===== src/rtl/dcsr_pkg.sv =====
package dcsr_pkg;
  localparam int DATA_W = 32;

  // command register bit positions
  localparam int CMD_START      = 0;
  localparam int CMD_CONT       = 1;
  localparam int CMD_STOP       = 2;
  localparam int CMD_ABORT      = 3;
  localparam int CMD_FIFO_RST   = 4;
  localparam int CMD_CLR_LINK   = 5;
  localparam int CMD_CLR_RING   = 6;
  localparam int CMD_CLR_DONE   = 7;
  localparam int CMD_CLR_LPAUSE = 8;
  localparam int CMD_SET_LPAUSE = 9;
  localparam int CMD_CHAN_RST   = 31;

  // control register fields
  localparam int CTL_CONT_MODE  = 0;
  localparam int CTL_RING_MODE  = 1;
  localparam int CTL_BURST      = 14;
  localparam int CTL_FIFO_DIS   = 15;
  localparam int CTL_PAIR_BASE  = 16;

  // enable / source indices
  localparam int NUM_IE    = 8;
  localparam int NUM_SRC   = 7;
  localparam int IE_GLOBAL = 7;

  // sticky flag bank indices
  localparam int NUM_FLAG = 5;
  localparam int FL_RING  = 0;
  localparam int FL_LINK  = 1;
  localparam int FL_DONE  = 2;
  localparam int FL_SAR   = 3;
  localparam int FL_ERR   = 4;

  // status register layout
  localparam int ST_BUSY     = 0;
  localparam int ST_ERROR    = 15;
  localparam int ST_SRC_BASE = 17;
  localparam int ST_INT      = 31;

  localparam int REG_CMD  = 0;
  localparam int REG_CTRL = 1;
  localparam int REG_STAT = 2;

  function automatic logic [DATA_W-1:0] spread_odd(input logic [NUM_IE-1:0] v, input int n);
    logic [DATA_W-1:0] r;
    r = '0;
    for (int k = 0; k < NUM_IE; k++)
      if (k < n) r[ST_SRC_BASE + 2*k] = v[k];
    return r;
  endfunction
endpackage


===== src/rtl/dcsr_enables.sv =====
module dcsr_enables #(
  parameter int N = 8
) (
  input  logic         clk,
  input  logic         rst,
  input  logic [N-1:0] set_req,
  input  logic [N-1:0] clr_req,
  output logic [N-1:0] en
);
  for (genvar k = 0; k < N; k++) begin : g_pair
    always_ff @(posedge clk) begin
      if (rst)                        en[k] <= 1'b0;
      else if (set_req[k] && !clr_req[k]) en[k] <= 1'b1;
      else if (clr_req[k] && !set_req[k]) en[k] <= 1'b0;
    end

    // both halves of a pair written together leave the enable unchanged
    a_r3_pair_both_hold: assert property (@(posedge clk) disable iff (rst)
      (set_req[k] && clr_req[k]) |=> $stable(en[k]));
    // a lone set bit turns the enable on
    a_r3_set_takes: assert property (@(posedge clk) disable iff (rst)
      (set_req[k] && !clr_req[k]) |=> en[k]);
  end
endmodule


===== src/rtl/dcsr_flags.sv =====
module dcsr_flags #(
  parameter int N = 5
) (
  input  logic         clk,
  input  logic         rst,
  input  logic         wipe,
  input  logic [N-1:0] set_ev,
  input  logic [N-1:0] clr_cmd,
  output logic [N-1:0] flag
);
  for (genvar i = 0; i < N; i++) begin : g_flag
    always_ff @(posedge clk) begin
      if (rst || wipe)     flag[i] <= 1'b0;
      else if (set_ev[i])  flag[i] <= 1'b1;
      else if (clr_cmd[i]) flag[i] <= 1'b0;
    end

    // a set flag persists until its clear command or a channel reset
    a_r5_sticky_hold: assert property (@(posedge clk) disable iff (rst)
      (flag[i] && !clr_cmd[i] && !wipe) |=> flag[i]);
    // an event beats a same-cycle clear
    a_r6_event_wins: assert property (@(posedge clk) disable iff (rst)
      (set_ev[i] && !wipe) |=> flag[i]);
    // channel reset empties the flag whatever else happens
    a_r9_wipe_clears: assert property (@(posedge clk) disable iff (rst)
      wipe |=> !flag[i]);
  end
endmodule


===== src/rtl/dcsr_channel.sv =====
module dcsr_channel
  import dcsr_pkg::*;
(
  input  logic              clk,
  input  logic              rst,
  input  logic              cmd_wr,
  input  logic              ctrl_wr,
  input  logic [DATA_W-1:0] wdata,
  input  logic              ev_done,
  input  logic              ev_link,
  input  logic              ev_ring,
  input  logic              ev_lpause,
  input  logic              ev_sar,
  input  logic              ev_error,
  input  logic              lv_drdy,
  input  logic              lv_mrdy,
  output logic              st_start,
  output logic              st_cont,
  output logic              st_stop,
  output logic              st_abort,
  output logic              st_fifo_rst,
  output logic              st_chan_rst,
  output logic              cfg_cont,
  output logic              cfg_ring,
  output logic              cfg_burst,
  output logic              cfg_fifo_dis,
  output logic [DATA_W-1:0] ctrl_rd,
  output logic [DATA_W-1:0] stat_rd,
  output logic              irq_req
);
  logic [DATA_W-1:0] cmd;
  logic [NUM_IE-1:0] ie_set, ie_clr, ie;
  logic [NUM_FLAG-1:0] fl_set, fl_clr, fl;
  logic [NUM_SRC-1:0]  src;
  logic busy, lpause, wipe;
  logic unused_bits;

  assign cmd  = cmd_wr ? wdata : '0;
  assign wipe = cmd[CMD_CHAN_RST];
  assign unused_bits = ^wdata[13:10];

  // strobes toward the datapath, one cycle each
  always_ff @(posedge clk) begin
    if (rst) begin
      st_start <= 1'b0; st_cont <= 1'b0; st_stop <= 1'b0;
      st_abort <= 1'b0; st_fifo_rst <= 1'b0; st_chan_rst <= 1'b0;
    end else begin
      st_start    <= cmd[CMD_START];
      st_cont     <= cmd[CMD_CONT];
      st_stop     <= cmd[CMD_STOP];
      st_abort    <= cmd[CMD_ABORT];
      st_fifo_rst <= cmd[CMD_FIFO_RST];
      st_chan_rst <= cmd[CMD_CHAN_RST];
    end
  end

  // plain control fields
  always_ff @(posedge clk) begin
    if (rst) begin
      cfg_cont <= 1'b0; cfg_ring <= 1'b0; cfg_burst <= 1'b0; cfg_fifo_dis <= 1'b0;
    end else if (ctrl_wr) begin
      cfg_cont     <= wdata[CTL_CONT_MODE];
      cfg_ring     <= wdata[CTL_RING_MODE];
      cfg_burst    <= wdata[CTL_BURST];
      cfg_fifo_dis <= wdata[CTL_FIFO_DIS];
    end
  end

  // busy: abort and channel reset beat start, start beats done
  always_ff @(posedge clk) begin
    if (rst)                                   busy <= 1'b0;
    else if (cmd[CMD_ABORT] || wipe)           busy <= 1'b0;
    else if (cmd[CMD_START])                   busy <= 1'b1;
    else if (ev_done)                          busy <= 1'b0;
  end

  // link pause state
  always_ff @(posedge clk) begin
    if (rst || wipe) lpause <= 1'b0;
    else if (ev_lpause) lpause <= 1'b1;
    else if (cmd[CMD_SET_LPAUSE] && !cmd[CMD_CLR_LPAUSE]) lpause <= 1'b1;
    else if (cmd[CMD_CLR_LPAUSE] && !cmd[CMD_SET_LPAUSE]) lpause <= 1'b0;
  end

  always_comb begin
    for (int k = 0; k < NUM_IE; k++) begin
      ie_set[k] = ctrl_wr & wdata[CTL_PAIR_BASE + 2*k + 1];
      ie_clr[k] = ctrl_wr & wdata[CTL_PAIR_BASE + 2*k];
    end
  end

  dcsr_enables #(.N(NUM_IE)) u_ie (
    .clk(clk), .rst(rst), .set_req(ie_set), .clr_req(ie_clr), .en(ie)
  );

  always_comb begin
    fl_set = '0;
    fl_clr = '0;
    fl_set[FL_RING] = ev_ring;  fl_clr[FL_RING] = cmd[CMD_CLR_RING];
    fl_set[FL_LINK] = ev_link;  fl_clr[FL_LINK] = cmd[CMD_CLR_LINK];
    fl_set[FL_DONE] = ev_done;  fl_clr[FL_DONE] = cmd[CMD_CLR_DONE];
    fl_set[FL_SAR]  = ev_sar;
    fl_set[FL_ERR]  = ev_error;
  end

  dcsr_flags #(.N(NUM_FLAG)) u_fl (
    .clk(clk), .rst(rst), .wipe(wipe), .set_ev(fl_set), .clr_cmd(fl_clr), .flag(fl)
  );

  assign src = {lpause, fl[FL_SAR], fl[FL_DONE], lv_mrdy, lv_drdy, fl[FL_LINK], fl[FL_RING]};
  assign irq_req = ie[IE_GLOBAL] & |(src & ie[NUM_SRC-1:0]);

  always_comb begin
    stat_rd = spread_odd({1'b0, src}, NUM_SRC);
    stat_rd[ST_BUSY]  = busy;
    stat_rd[ST_ERROR] = fl[FL_ERR];
    stat_rd[ST_INT]   = irq_req;
  end

  always_comb begin
    ctrl_rd = '0;
    for (int k = 0; k < NUM_IE; k++) ctrl_rd[CTL_PAIR_BASE + 2*k + 1] = ie[k];
    ctrl_rd[CTL_CONT_MODE] = cfg_cont;
    ctrl_rd[CTL_RING_MODE] = cfg_ring;
    ctrl_rd[CTL_BURST]     = cfg_burst;
    ctrl_rd[CTL_FIFO_DIS]  = cfg_fifo_dis;
  end

  // a start strobe only follows a start command write
  a_r2_start_from_write: assert property (@(posedge clk) disable iff (rst)
    st_start |-> $past(cmd_wr && wdata[CMD_START]));
  // abort leaves the channel idle
  a_r8_abort_idles: assert property (@(posedge clk) disable iff (rst)
    (cmd_wr && wdata[CMD_ABORT]) |=> !stat_rd[ST_BUSY]);
  // both link-pause commands together change nothing
  a_r7_lpause_both_hold: assert property (@(posedge clk) disable iff (rst)
    (cmd_wr && wdata[CMD_SET_LPAUSE] && wdata[CMD_CLR_LPAUSE] && !ev_lpause && !wdata[CMD_CHAN_RST])
    |=> $stable(lpause));
endmodule


===== src/rtl/dma_chan_csr.sv =====
module dma_chan_csr
  import dcsr_pkg::*;
#(
  parameter int NUM_CH = 4,
  localparam int CH_W = (NUM_CH > 1) ? $clog2(NUM_CH) : 1,
  localparam int ADDR_W = CH_W + 2
) (
  input  logic              clk,
  input  logic              rst,
  input  logic              bus_wr,
  input  logic              bus_rd,
  input  logic [ADDR_W-1:0] bus_addr,
  input  logic [DATA_W-1:0] bus_wdata,
  output logic [DATA_W-1:0] bus_rdata,
  output logic              bus_rvalid,
  output logic [NUM_CH-1:0] dp_start,
  output logic [NUM_CH-1:0] dp_continue,
  output logic [NUM_CH-1:0] dp_stop,
  output logic [NUM_CH-1:0] dp_abort,
  output logic [NUM_CH-1:0] dp_fifo_rst,
  output logic [NUM_CH-1:0] dp_chan_rst,
  output logic [NUM_CH-1:0] dp_cont_mode,
  output logic [NUM_CH-1:0] dp_ring_mode,
  output logic [NUM_CH-1:0] dp_burst_en,
  output logic [NUM_CH-1:0] dp_fifo_dis,
  input  logic [NUM_CH-1:0] ev_done,
  input  logic [NUM_CH-1:0] ev_link,
  input  logic [NUM_CH-1:0] ev_ring,
  input  logic [NUM_CH-1:0] ev_lpause,
  input  logic [NUM_CH-1:0] ev_sar,
  input  logic [NUM_CH-1:0] ev_error,
  input  logic [NUM_CH-1:0] lv_drdy,
  input  logic [NUM_CH-1:0] lv_mrdy,
  output logic              irq
);
  logic [CH_W-1:0]   ch_sel;
  logic [1:0]        reg_sel;
  logic [DATA_W-1:0] ctrl_rd [NUM_CH];
  logic [DATA_W-1:0] stat_rd [NUM_CH];
  logic [NUM_CH-1:0] chan_irq;
  logic [DATA_W-1:0] rd_mux;

  assign ch_sel  = bus_addr[ADDR_W-1:2];
  assign reg_sel = bus_addr[1:0];

  for (genvar c = 0; c < NUM_CH; c++) begin : g_ch
    logic hit;
    assign hit = bus_wr && (ch_sel == CH_W'(c));

    dcsr_channel u_ch (
      .clk(clk), .rst(rst),
      .cmd_wr(hit && reg_sel == 2'(REG_CMD)),
      .ctrl_wr(hit && reg_sel == 2'(REG_CTRL)),
      .wdata(bus_wdata),
      .ev_done(ev_done[c]), .ev_link(ev_link[c]), .ev_ring(ev_ring[c]),
      .ev_lpause(ev_lpause[c]), .ev_sar(ev_sar[c]), .ev_error(ev_error[c]),
      .lv_drdy(lv_drdy[c]), .lv_mrdy(lv_mrdy[c]),
      .st_start(dp_start[c]), .st_cont(dp_continue[c]), .st_stop(dp_stop[c]),
      .st_abort(dp_abort[c]), .st_fifo_rst(dp_fifo_rst[c]), .st_chan_rst(dp_chan_rst[c]),
      .cfg_cont(dp_cont_mode[c]), .cfg_ring(dp_ring_mode[c]),
      .cfg_burst(dp_burst_en[c]), .cfg_fifo_dis(dp_fifo_dis[c]),
      .ctrl_rd(ctrl_rd[c]), .stat_rd(stat_rd[c]), .irq_req(chan_irq[c])
    );
  end

  always_comb begin
    rd_mux = '0;
    for (int i = 0; i < NUM_CH; i++) begin
      if (ch_sel == CH_W'(i)) begin
        case (reg_sel)
          2'(REG_CTRL): rd_mux = ctrl_rd[i];
          2'(REG_STAT): rd_mux = stat_rd[i];
          default:      rd_mux = '0;
        endcase
      end
    end
  end

  always_ff @(posedge clk) begin
    if (rst) begin
      bus_rdata  <= '0;
      bus_rvalid <= 1'b0;
      irq        <= 1'b0;
    end else begin
      bus_rvalid <= bus_rd;
      if (bus_rd) bus_rdata <= rd_mux;
      irq <= |chan_irq;
    end
  end

  // the output request reflects a channel request one cycle earlier
  a_r10_irq_source: assert property (@(posedge clk) disable iff (rst)
    irq |-> $past(|chan_irq));
  // read data valid follows a read strobe
  a_r11_rvalid_follows: assert property (@(posedge clk) disable iff (rst)
    bus_rd |=> bus_rvalid);
  // no valid without a preceding read
  a_r11_no_spurious_valid: assert property (@(posedge clk) disable iff (rst)
    bus_rvalid |-> $past(bus_rd));
endmodule


===== config.mk =====
export PLATFORM = sky130hd
export DESIGN_NAME = dma_chan_csr
export DESIGN_NICKNAME = d
export VERILOG_FILES = /design/src/rtl/dcsr_pkg.sv /design/src/rtl/dcsr_enables.sv /design/src/rtl/dcsr_flags.sv /design/src/rtl/dcsr_channel.sv /design/src/rtl/dma_chan_csr.sv
export SDC_FILE = /design/constraint.sdc
export NUM_CORES = 1
export LEC_CHECK = 0
export BUFFER_PORTS_ARGS = -buffer_cell sky130_fd_sc_hd__buf_2
export CORE_MARGIN = 2
export CORE_UTILIZATION = 49
export CTS_CLUSTER_SIZE = 10
export DETAILED_ROUTE_END_ITERATION = 8
export PLACE_DENSITY = 0.77
export REMOVE_ABC_BUFFERS = 1
export SYNTH_ARGS = -nofsm -noshare
export SYNTH_HDL_FRONTEND = slang
export SYNTH_SLANG_ARGS = --single-unit
export TNS_END_PERCENT = 5

===== constraint.sdc =====
create_clock -name clk -period 1.6 [get_ports clk]
set_input_delay 0.08 -clock clk [delete_from_list [all_inputs] [get_ports clk]]
set_output_delay 0.08 -clock clk [all_outputs]
set_load 0.02 [all_outputs]

======== Yosys cells after proc, flatten, opt, wreduce, memory -nomap -nowiden ========
Index checks and enable logic that the tools add are counted.
storage, ports and cells
  input port bits ......................... 72
  output and inout bits ................... 74
  register bits ........................... 134
operators by class
  mux-type cells .......................... 120
  bitwise logic cells ..................... 76
  reductions and logical operators ........ 231
  equality and inequality tests ........... 5
operators by type and width
  operator                                                          count
  32-bit two-way mux                                                8
  32-bit case mux with 2 select lines                               4
  1-bit two-way mux                                                 108
  2-bit nonzero test                                                48
  1-bit logical AND                                                 84
  1-bit zero test                                                   72
  1-bit AND                                                         68
  7-bit AND                                                         4
  7-bit OR reduction                                                4
  2-bit OR reduction                                                8
  3-bit nonzero test                                                4
  1-bit logical OR                                                  8
  2-bit == test (second input constant)                             3
  2-bit by 1-bit == test with 1-bit output (second input constant)  2
  2-bit zero test                                                   2
  1-bit NOT                                                         4
  4-bit OR reduction                                                1

======== Logic depth before layout (Yosys ltp) ========
Gate-level depths: netlist (run 1).
  depth after elaboration ................. 9
  gate-level depth with buffers ........... 9
  gate-level depth less buffers ........... 8

======== Modules after synthesis ========
From an unflattened synthesis (run 1), not the netlist that was laid out.
second synthesis, totals
  cell total of the unflattened synthesis .. 1049
  area, all modules ....................... 9236.4 um2
by module, submodules not included
  module        times used  cells an instance  area each (um2)  sequential area each (um2)
  dcsr_channel  4           116                962.2            240.2
  dma_chan_csr  1           337                2930.3           680.7
  dcsr_enables  4           41                 411.6            160.2
  dcsr_flags    4           21                 202.7            100.1

======== Least setup slack after synthesis (run 1) ========
OpenSTA, ideal clock, no wires.
  path type ............................... input port to flip-flop
  from .................................... input port bus_addr[1]
  to ...................................... register g_ch[3].u_ch.u_ie.en[7]
  required time ........................... 1472 ps
  path buffers ............................ 2
  stages on the path ...................... 9
  library setup time ...................... 128 ps
  setup slack ............................. -14 ps
  arrival time ............................ 1487 ps
  cell sequence ........................... inv_1 ha_1 buf_4 and4_1 buf_4 and2_1 ha_1 mux2i_1 nor2_1
between the ends
  word-level cells in the longest chain between the ends .. 6
  elaborated cells between the ends (all ways) .. 10
  those cells by class .................... 1 x eq/ne; 1 x mux; 2 x bitwise; 6 x reduce/logical
ends and longest elaborated chain
  what                                                     RTL line                                text
  from (decl)                                              dma_chan_csr.sv:12                      input logic [ADDR_W-1:0] bus_addr,
  2-bit by 1-bit == test with 1-bit output (*)             dma_chan_csr.sv:53                      .ctrl_wr(hit && reg_sel == 2'(REG_CTRL)),
  1-bit logical AND (*)                                    dma_chan_csr.sv:53
  1-bit AND (on tied branches)                             dcsr_channel.sv:88, dcsr_channel.sv:87
  1-bit zero test (on tied branches)                       dcsr_enables.sv:13, dcsr_enables.sv:14
  1-bit logical AND (on tied branches)                     dcsr_enables.sv:13, dcsr_enables.sv:14
  1-bit two-way mux or 2-bit nonzero test (tied branches)  --
  to (signal, indexed assignment)                          dcsr_enables.sv:12                      if (rst) en[k] <= 1'b0;
  to (signal, indexed assignment)                          dcsr_enables.sv:13                      else if (set_req[k] && !clr_req[k]) en[k] <= 1'b1;
  to (signal, indexed assignment)                          dcsr_enables.sv:14                      else if (clr_req[k] && !set_req[k]) en[k] <= 1'b0;
  to (decl)                                                dcsr_enables.sv:8                       output logic [N-1:0] en
Every way passes the cells marked *; elsewhere a longest branch is shown, timed or not.
A chain may end at the register's enable or synchronous reset.

======== Worst setup path in the final report (run 1) ========
  from .................................... register g_ch[2].u_ch.u_fl.flag[0]
  to ...................................... register bus_rdata[31]
between the ends
  word-level cells in the longest chain between the ends .. 6
ends and longest elaborated chain
  what                                 RTL line             text
  from (decl)                          dcsr_flags.sv:9      output logic [N-1:0] flag
  from (signal, indexed assignment)    dcsr_flags.sv:13     if (rst || wipe) flag[i] <= 1'b0;
  from (signal, indexed assignment)    dcsr_flags.sv:14     else if (set_ev[i]) flag[i] <= 1'b1;
  from (signal, indexed assignment)    dcsr_flags.sv:15     else if (clr_cmd[i]) flag[i] <= 1'b0;
  7-bit AND                            dcsr_channel.sv:111  assign irq_req = ie[IE_GLOBAL] & |(src & ie[NUM_SRC-1:0]);
  7-bit OR reduction                   dcsr_channel.sv:111
  1-bit AND                            dcsr_channel.sv:111
  32-bit case mux with 2 select lines  dma_chan_csr.sv:70   case (reg_sel)
  32-bit two-way mux (2 in series)     dma_chan_csr.sv:69   if (ch_sel == CH_W'(i)) begin
  to (signal assigned)                 dma_chan_csr.sv:86   if (bus_rd) bus_rdata <= rd_mux;
  to (decl)                            dma_chan_csr.sv:14   output logic [DATA_W-1:0] bus_rdata,
Every way passes these cells.

==> flow_metrics.tcl, run 1 <==
set metrics [dict create \
    drcViolationCount 0 \
    cp_slowest_cell "a222oi_1" \
    multi_input_area_um2 3090 \
    critPathCapture "bus_rdata[31]" \
    cts_root_buf "clkbuf_16" \
    grt_usage 0.267 \
    yosys-top-cells-count "dfxtp_1, buf_4, nor2_1" \
    arrival_ns 1.88 \
    finalPower_mw 7.26 \
    reg_top3 "g_ch.u_ch.u_ie.en: 32 flops, g_ch.u_ch.u_fl.flag: 20 flops, bus_rdata: 12 flops" \
    wl_um 17700 \
    grt_max_degree 53 \
    die_w_um 115 \
    clock_latency_ns 0.41 \
    path_buf_inv 0 \
    path_clk_slew_ns 0.06 \
    post-cts-setup-buffers 0 \
    met1_length_um 6840 \
    slew_headroom 0.337 \
    place_inst 896 \
    period_needed_ns 1.59 \
    path_max_fanout 3 \
    fin_crit_sh 0.994 \
    rsz0062_at_grt "false" \
    setup_violations 0 \
    met3_length_um 1710 \
    synth_top_area_cell "dfxtp_1" \
    first_pass_iters 9 \
    worst_slew_pin_slew_ns 0.991 \
    hold_viol 0 \
    antenna_found_initial 0 \
    end_kind "flip-flop" \
    syn_inst 669 \
    place_congestion 0.912 \
    ff2ff_path_depth 4 \
    port_buffers 121 \
    start_util 0.503 \
    ys.flop_type "dfxtp_1" \
    clock_sinks 114 \
    syn_area_um2 6040 \
    layout.nets 907 \
    critPathLaunchType "flip-flop" \
    row_count 40 \
    drt_iter0_drc 590 \
    clockBufferDepth 2 \
    pre_cts_slack_ns -0.164 \
    layout.area.seq_um2 2280 \
    p_leak_nw 3.46 \
    path_cells "a222oi_1 -> nand3_1 -> a32oi_1 -> a22oi_1" \
    core_area_um2 12000 \
    grt_pass1_wl_um 27200 \
    max-cap-violations 0 \
    area_growth_pct 22.9 \
    postSynthAreaPerCell_um2 9.03 \
    layout-drive-gt1-share 0.258 \
    fin_ws_ns 0.00921 \
    ys_warn_count 0 \
    final_antenna_net_count 0 \
    clock_skew_ns 0.00509 \
    fmax_ghz 0.629 \
    die_area_um2 13200 \
    r2r_start "g_ch[2].u_ch.u_fl.flag[0]" \
    rrSetupSlack_ns 0.009 \
    htreeDepth 4 \
    path_class "flip-flop to flip-flop" \
    fin_setup_tns_ns 0 \
    synth-edff-count 0 \
    seq_area_frac_synth 0.378 \
    vias 5544 \
    ios 146 \
    async_reset_ff_frac 0 \
    ir_worst_vdd_mv 0.816 \
    top_layer "met4" \
    wl_per_cell_um 18.4 \
    cts-buffers-inserted 17 \
    rr_endpoint "bus_rdata[31]" \
    dpl.hpwl_um 12300 \
    viasPerCell 5.77 \
    largest_reg_flops 32 \
    regMostFlops "g_ch.u_ch.u_ie.en" \
    route.met2.wl_um 8710 \
    cp-startpoint "g_ch[2].u_ch.u_fl.flag[0]" \
    grt_overflow 0 \
    cp_slowest_stage_delay_ns 0.56 \
    cts_tree "built" \
    ys_types 46 \
    synth.most_common_cell "dfxtp_1" \
    netlist_top_cells_area "dfxtp_1, buf_4, mux2i_1" \
    path_depth 4 \
    slew_viol_final 0 \
    fin_cells 961 \
    hp-class "input port to flip-flop" \
    p_per_area_nw_per_um2 978 \
    dieHeight_um 115 \
    status "complete, no violations" \
    synthDominantCellAreaShare 0.378 \
    critPathTopFamily "compound AO/OA/AOI/OAI gates" \
    crit_required_ns 1.89 \
    yosys_register_bits 114 \
    nFillCells 985 \
    grt_pass1_vias 5314 \
]
power breakdown:
part / switching, mW / total, mW / leakage, nW / internal [mW]
Combinational: 0.436 / 0.739 / 2.27 / 0.304
Sequential: 0.0551 / 2.96 / 0.928 / 2.91
Clock: 1.42 / 3.56 / 0.261 / 2.14
Total: 1.91 / 7.26 / 3.46 / 5.35
per-stage QoR:
stage / hold WS [ns] / util / cell area, um2
2_1_floorplan: 0.149 / - / 5390
3_3_place_gp: 0.276 / 0.544 / 6530
3_5_place_dp: 0.280 / 0.544 / 6530
4_1_cts: 0.000473 / 0.618 / 7420
5_1_grt: 0.0153 / 0.618 / 7420
6_report: 0.00693 / 0.618 / 7420
worst min-delay path by stage:
stage	start	end	slack (ns)	depth (start not counted)
after floorplan	rst	bus_rdata[14]	0.15	1
after global placement	ev_sar[0]	g_ch[0].u_ch.u_fl.flag[3]	0.28	2
after detailed placement	ev_error[0]	g_ch[0].u_ch.u_fl.flag[4]	0.28	2
after CTS	bus_wdata[7]	g_ch[3].u_ch.u_fl.flag[2]	0.0005	4
after global routing	bus_wdata[6]	g_ch[3].u_ch.u_fl.flag[0]	0.02	4
final	bus_wdata[6]	g_ch[2].u_ch.u_fl.flag[0]	0.007	4
cell type report:
| cell class | count | area share |
|---|---|---|
| clock buffer | 17 | 0.0573 |
| inverter | 6 | 0.00303 |
| clock inverter | 15 | 0.0187 |
| multi-input combinational | 466 | 0.416 |
| antenna | 1 | 0.000337 |
| tap | 147 | 0.0248 |
| timing repair buffer | 195 | 0.172 |
| sequential | 114 | 0.308 |
worst min-delay path, cell delays in order:
cell,delay (ns)
buf_2,0.12
nand2_1,0.05
a21oi_1,0.06
nor2_1,0.07
cells in the final DEF (no fill, tap or decap), drive strengths merged, types with 29 or more instances in the layout:
cell type,count
dlygate4sd3,32
ha,35
dfxtp,114
and2,32
buf,163
nor2,67
a22oi,29
nand2,65
mux2i,50
a21oi,45
kinds of logic (layout without fill, tap and decap cells):
logic type / after synthesis / in the layout / synth area share
and+or+nand+nor: 225 / 225 / 0.184
other: 1 / 21 / 0.000621
DFF: 114 / 114 / 0.378
buffers and inverters: 108 / 233 / 0.123
adders and majority gates: 35 / 35 / 0.0725
muxes: 52 / 52 / 0.0903
AOI/OAI and AO/OA: 134 / 134 / 0.151
layer usage:
| layer | vias up | GRT usage |
|---|---|---|
| met5 | - | 0 |
| met4 | 0 | 0.110 |
| met3 | 45 | 0.0606 |
| met1 | 2639 | 0.329 |
| met2 | 316 | 0.450 |
| li1 | 2544 | - |
what timing repair did:
action,in CTS,in global routing
setup endpoints to repair,0,2
hold buffers,32,0
hold endpoints to repair,45,0
resized for setup,0,2
Power figures use the tool's default switching activity.
==> run 2: changes to the inputs <==
--- a/config.mk
+++ b/config.mk
@@ -10,7 +10,7 @@
 export CORE_UTILIZATION = 49
 export CTS_CLUSTER_SIZE = 10
 export DETAILED_ROUTE_END_ITERATION = 8
-export PLACE_DENSITY = 0.77
+export PLACE_DENSITY = 0.86
 export REMOVE_ABC_BUFFERS = 1
 export SYNTH_ARGS = -nofsm -noshare
 export SYNTH_HDL_FRONTEND = slang
==> flow_metrics.tcl, run 2 (synthesis results as in run 1) <==
set metrics [dict create \
    pre_cts_slack_ns -0.204 \
    first_pass_iters 7 \
    die_area_um2 13200 \
    fmax_ghz 0.633 \
    grt_pass1_wl_um 27500 \
    row_count 40 \
    antenna_found_initial 0 \
    largest_reg_flops 32 \
    end_kind "flip-flop" \
    cts-buffers-inserted 17 \
    setup_violations 0 \
    grt_overflow 0 \
    status "complete, no violations" \
    holdWs_ns 0.0176 \
    regMostFlops "g_ch.u_ch.u_ie.en" \
    drcViolationCount 0 \
    layout-drive-gt1-share 0.256 \
    critPathLaunchType "flip-flop" \
    ios 146 \
    path_class "flip-flop to flip-flop" \
    combPwrFrac 0.097 \
    clock_skew_ns 0.00944 \
    final_antenna_net_count 0 \
    port_buffers 121 \
    die_w_um 115 \
    p_int_mw 5.90 \
    mostFrequentLayoutCell "buf_2" \
    vias 5525 \
    grt_pass1_vias 5129 \
    grt_max_degree 40 \
    p_per_area_nw_per_um2 1030 \
    layout.nets 909 \
    wl_per_cell_um 18.7 \
    dieHeight_um 115 \
    rsz0062_at_grt "false" \
    area_growth_pct 24.5 \
    max-cap-violations 0 \
    viasPerCell 5.75 \
    swShare 0.242 \
    hp-class "input port to flip-flop" \
    drt_iter0_drc 525 \
    hold_viol 0 \
    place_congestion 0.905 \
    period_needed_ns 1.58 \
    fin_crit_sh 0.988 \
    path_max_fanout 3 \
    p_leak_nw 3.51 \
    most-common-layout-cells "buf_2, dfxtp_1, nor2_1" \
    arrival_ns 1.88 \
    slew_viol_final 0 \
    reg_top3 "g_ch.u_ch.u_ie.en: 32 flops, g_ch.u_ch.u_fl.flag: 20 flops, bus_rdata: 12 flops" \
    crit_required_ns 1.90 \
    seqPwrFrac 0.381 \
    path_clk_slew_ns 0.06 \
    core_area_um2 12000 \
    ir_worst_vdd_mv 0.666 \
    switchingPower_mw 1.88 \
    clock_latency_ns 0.42 \
    cts_root_buf "clkbuf_16" \
    antennaDiodeCount 0 \
    wl_um 18000 \
    clockBufferDepth 2 \
    nFillCells 927 \
    fin_ws_ns 0.0200 \
    pwr-share-clk 0.522 \
    clock_sinks 114 \
    grt_usage 0.274 \
    start_util 0.503 \
    cts_tree "built" \
    dpl.hpwl_um 12100 \
    htreeDepth 4 \
]
run 2: final timing paths:
check / to / startpoint / slack [ns] / cells past startpoint
worst max-delay path: irq / g_ch[0].u_ch.u_fl.flag[1] / 0.02 / 4
worst min-delay path: g_ch[3].u_ch.u_fl.flag[2] / bus_wdata[7] / 0.02 / 4
worst max register to register: irq / g_ch[0].u_ch.u_fl.flag[1] / 0.02 / 4
worst min register to register: bus_rdata[21] / bus_rdata[21] / 0.44 / 2
run 2: final cells by class:
| class | count | area (um2) | area share |
|---|---|---|---|
| Multi-Input combinational cell | 466 | 3090 | 0.411 |
| Sequential cell | 114 | 2280 | 0.303 |
| Timing Repair Buffer | 197 | 1310 | 0.174 |
| Clock buffer | 19 | 453 | 0.0602 |
| Tap cell | 147 | 184 | 0.0244 |
| Clock inverter | 12 | 183 | 0.0243 |
| Inverter | 6 | 22.5 | 0.00299 |
run 2: power by group through the flow:
stage	logic, mW	clock network, mW	registers (mW)
2_1_floorplan	0.276	0	3.02
3_3_place_gp	0.642	0	3.02
3_5_place_dp	0.652	0	3.02
4_1_cts	0.726	4.09	2.96
5_1_grt	0.803	4.22	2.96
6_report	0.754	4.06	2.96
run 2: repair_timing:
action,4_1_cts,5_1_grt
hold buffers,35,0
resized for setup,0,4
endpoints found under the hold margin,50,0
setup buffers,0,2
endpoints found under the setup margin,0,2
run 2: critical path, stage by stage (launching register included):
cell and delay (ns):
dfxtp_1 0.33, a222oi_1 0.51, nand3_1 0.26, a22oi_1 0.24
a21oi_1 0.12
run 2: layer usage:
metal | vias up | part of all wire | GRT usage
met5 | - | 0 | 0
met4 | 0 | 0.026 | 0.0996
met3 | 51 | 0.10 | 0.0770
met2 | 340 | 0.48 | 0.447
met1 | 2586 | 0.39 | 0.349
li1 | 2548 | - | -
run 2: through the flow:
step	cell area [um2]	utilization	power [mW]	cells	TNS, ns
after floorplan	5390	-	3.30	586	-36.71
after global placement	6510	0.542	3.66	893	-2.47
after detailed placement	6510	0.542	3.67	893	-4.13
after CTS	7500	0.624	7.77	959	0
after global routing	7520	0.626	7.99	961	0
final	7520	0.626	7.78	961	0
==> run 3: changes to the inputs <==
--- a/config.mk
+++ b/config.mk
@@ -6,12 +6,16 @@
 export NUM_CORES = 1
 export LEC_CHECK = 0
 export BUFFER_PORTS_ARGS = -buffer_cell sky130_fd_sc_hd__buf_2
+export CELL_PAD_IN_SITES_DETAIL_PLACEMENT = 1
+export CELL_PAD_IN_SITES_GLOBAL_PLACEMENT = 1
+export CORE_ASPECT_RATIO = 1.25
 export CORE_MARGIN = 2
-export CORE_UTILIZATION = 49
+export CORE_UTILIZATION = 36
 export CTS_CLUSTER_SIZE = 10
 export DETAILED_ROUTE_END_ITERATION = 8
-export PLACE_DENSITY = 0.86
+export PLACE_DENSITY = 0.85
 export REMOVE_ABC_BUFFERS = 1
+export SKIP_CTS_REPAIR_TIMING = 1
 export SYNTH_ARGS = -nofsm -noshare
 export SYNTH_HDL_FRONTEND = slang
 export SYNTH_SLANG_ARGS = --single-unit
==> flow_metrics.tcl, run 3 (synthesis results as in run 1) <==
set metrics [dict create \
    final_antenna_net_count 0 \
    reg_top3 "g_ch.u_ch.u_ie.en: 32 flops, g_ch.u_ch.u_fl.flag: 20 flops, bus_rdata: 12 flops" \
    rrSetupSlack_ns 0.02 \
    regMostFlops "g_ch.u_ch.u_ie.en" \
    fin_crit_sh 0.988 \
    crit_required_ns 1.89 \
    mostFrequentLayoutCell "buf_2" \
    clock_sinks 114 \
    violations "negative hold slack" \
    htreeDepth 4 \
    viasPerCell 5.39 \
    dpl.hpwl_um 14500 \
    start_util 0.370 \
    p_leak_nw 3.50 \
    period_needed_ns 1.58 \
    grt_pass1_vias 5661 \
    path_max_fanout 3 \
    area_growth_pct 24.9 \
    grt_max_degree 33 \
    wl_per_cell_um 20.2 \
    cts_tree "built" \
    cts-buffers-inserted 17 \
    row_count 52 \
    die_area_um2 17800 \
    grt_overflow 0 \
    antennaDiodeCount 0 \
    place_congestion 0.831 \
    grt_usage 0.230 \
    port_buffers 121 \
    status "complete, but fails checks" \
    drt_iter0_drc 283 \
    critPathLaunchType "flip-flop" \
    vias 5577 \
    antenna_found_initial 0 \
    holdWs_ns -0.00217 \
    clock_latency_ns 0.43 \
    path_class "flip-flop to flip-flop" \
    ios 146 \
    cts_root_buf "clkbuf_16" \
    grt_pass1_wl_um 31200 \
    top_layer "met4" \
    met1_length_um 8160 \
    clockBufferDepth 2 \
    rsz0062_at_grt "false" \
    path_clk_slew_ns 0.06 \
    dieHeight_um 149 \
    die_w_um 120 \
    clock_skew_ns 0.00975 \
    first_pass_iters 8 \
    ir_worst_vdd_mv 0.665 \
    hold_viol 1 \
    route.met2.wl_um 10400 \
    layout.nets 912 \
    hp-class "input port to flip-flop" \
    end_kind "flip-flop" \
    met3_length_um 1220 \
    core_area_um2 16300 \
    slew_viol_final 0 \
    most-common-layout-cells "buf_2, dfxtp_1, nor2_1" \
    max-cap-violations 0 \
    drcViolationCount 0 \
    p_per_area_nw_per_um2 997 \
    largest_reg_flops 32 \
    layout-drive-gt1-share 0.262 \
    arrival_ns 1.88 \
    fin_setup_tns_ns 0 \
    wl_um 20900 \
    setup_violations 0 \
    fmax_ghz 0.633 \
]
## run 3: metal layers
metal  vias up  GRT usage
li1       2560          -
met1      2723      0.254
met2       229      0.398
met3        65     0.0596
met4         0      0.131
met5         -          0
## run 3: worst paths after layout
path	start	endpoint	cells past startpoint
setup / recovery	g_ch[2].u_ch.u_ie.en[0]	bus_rdata[31]	4
hold / removal	bus_wdata[1]	g_ch[2].u_ch.st_cont	2
setup reg to reg	g_ch[2].u_ch.u_ie.en[0]	bus_rdata[31]	4
hold reg to reg	bus_rdata[17]	bus_rdata[17]	2
## run 3: area by class of cell
type	count	area [um2]
tap	216	270
inverter	6	22.5
timing repair buffer	200	1300
sequential	114	2280
fill	1940	8780
multi-input combinational	466	3090
clock buffer	18	429
clock inverter	14	158
## run 3: per-stage QoR
step | worst slack [ns] | power, mW | area, um2 | util | instances
6_report | 0.0195 | 7.52 | 7550 | 0.462 | 1034
5_1_grt | 0.0167 | 7.76 | 7550 | 0.462 | 1034
4_1_cts | 0.0825 | 7.48 | 7250 | 0.444 | 1004
3_5_place_dp | -0.173 | 3.71 | 6660 | 0.408 | 972
3_3_place_gp | -0.0883 | 3.69 | 6660 | 0.408 | 972
2_1_floorplan | -0.982 | 3.30 | 5390 | - | 586
## run 3: worst max-delay path, stage by stage (launching register included)
cell and delay [ns]:
dfxtp_1 0.34, a222oi_1 0.49, nand3_1 0.22, a32oi_1 0.27, a22oi_1 0.13
## run 3: power breakdown
part	switching (mW)	internal (mW)
clock network	1.48	2.31
logic	0.463	0.309
registers	0.0562	2.91
total	2.00	5.52
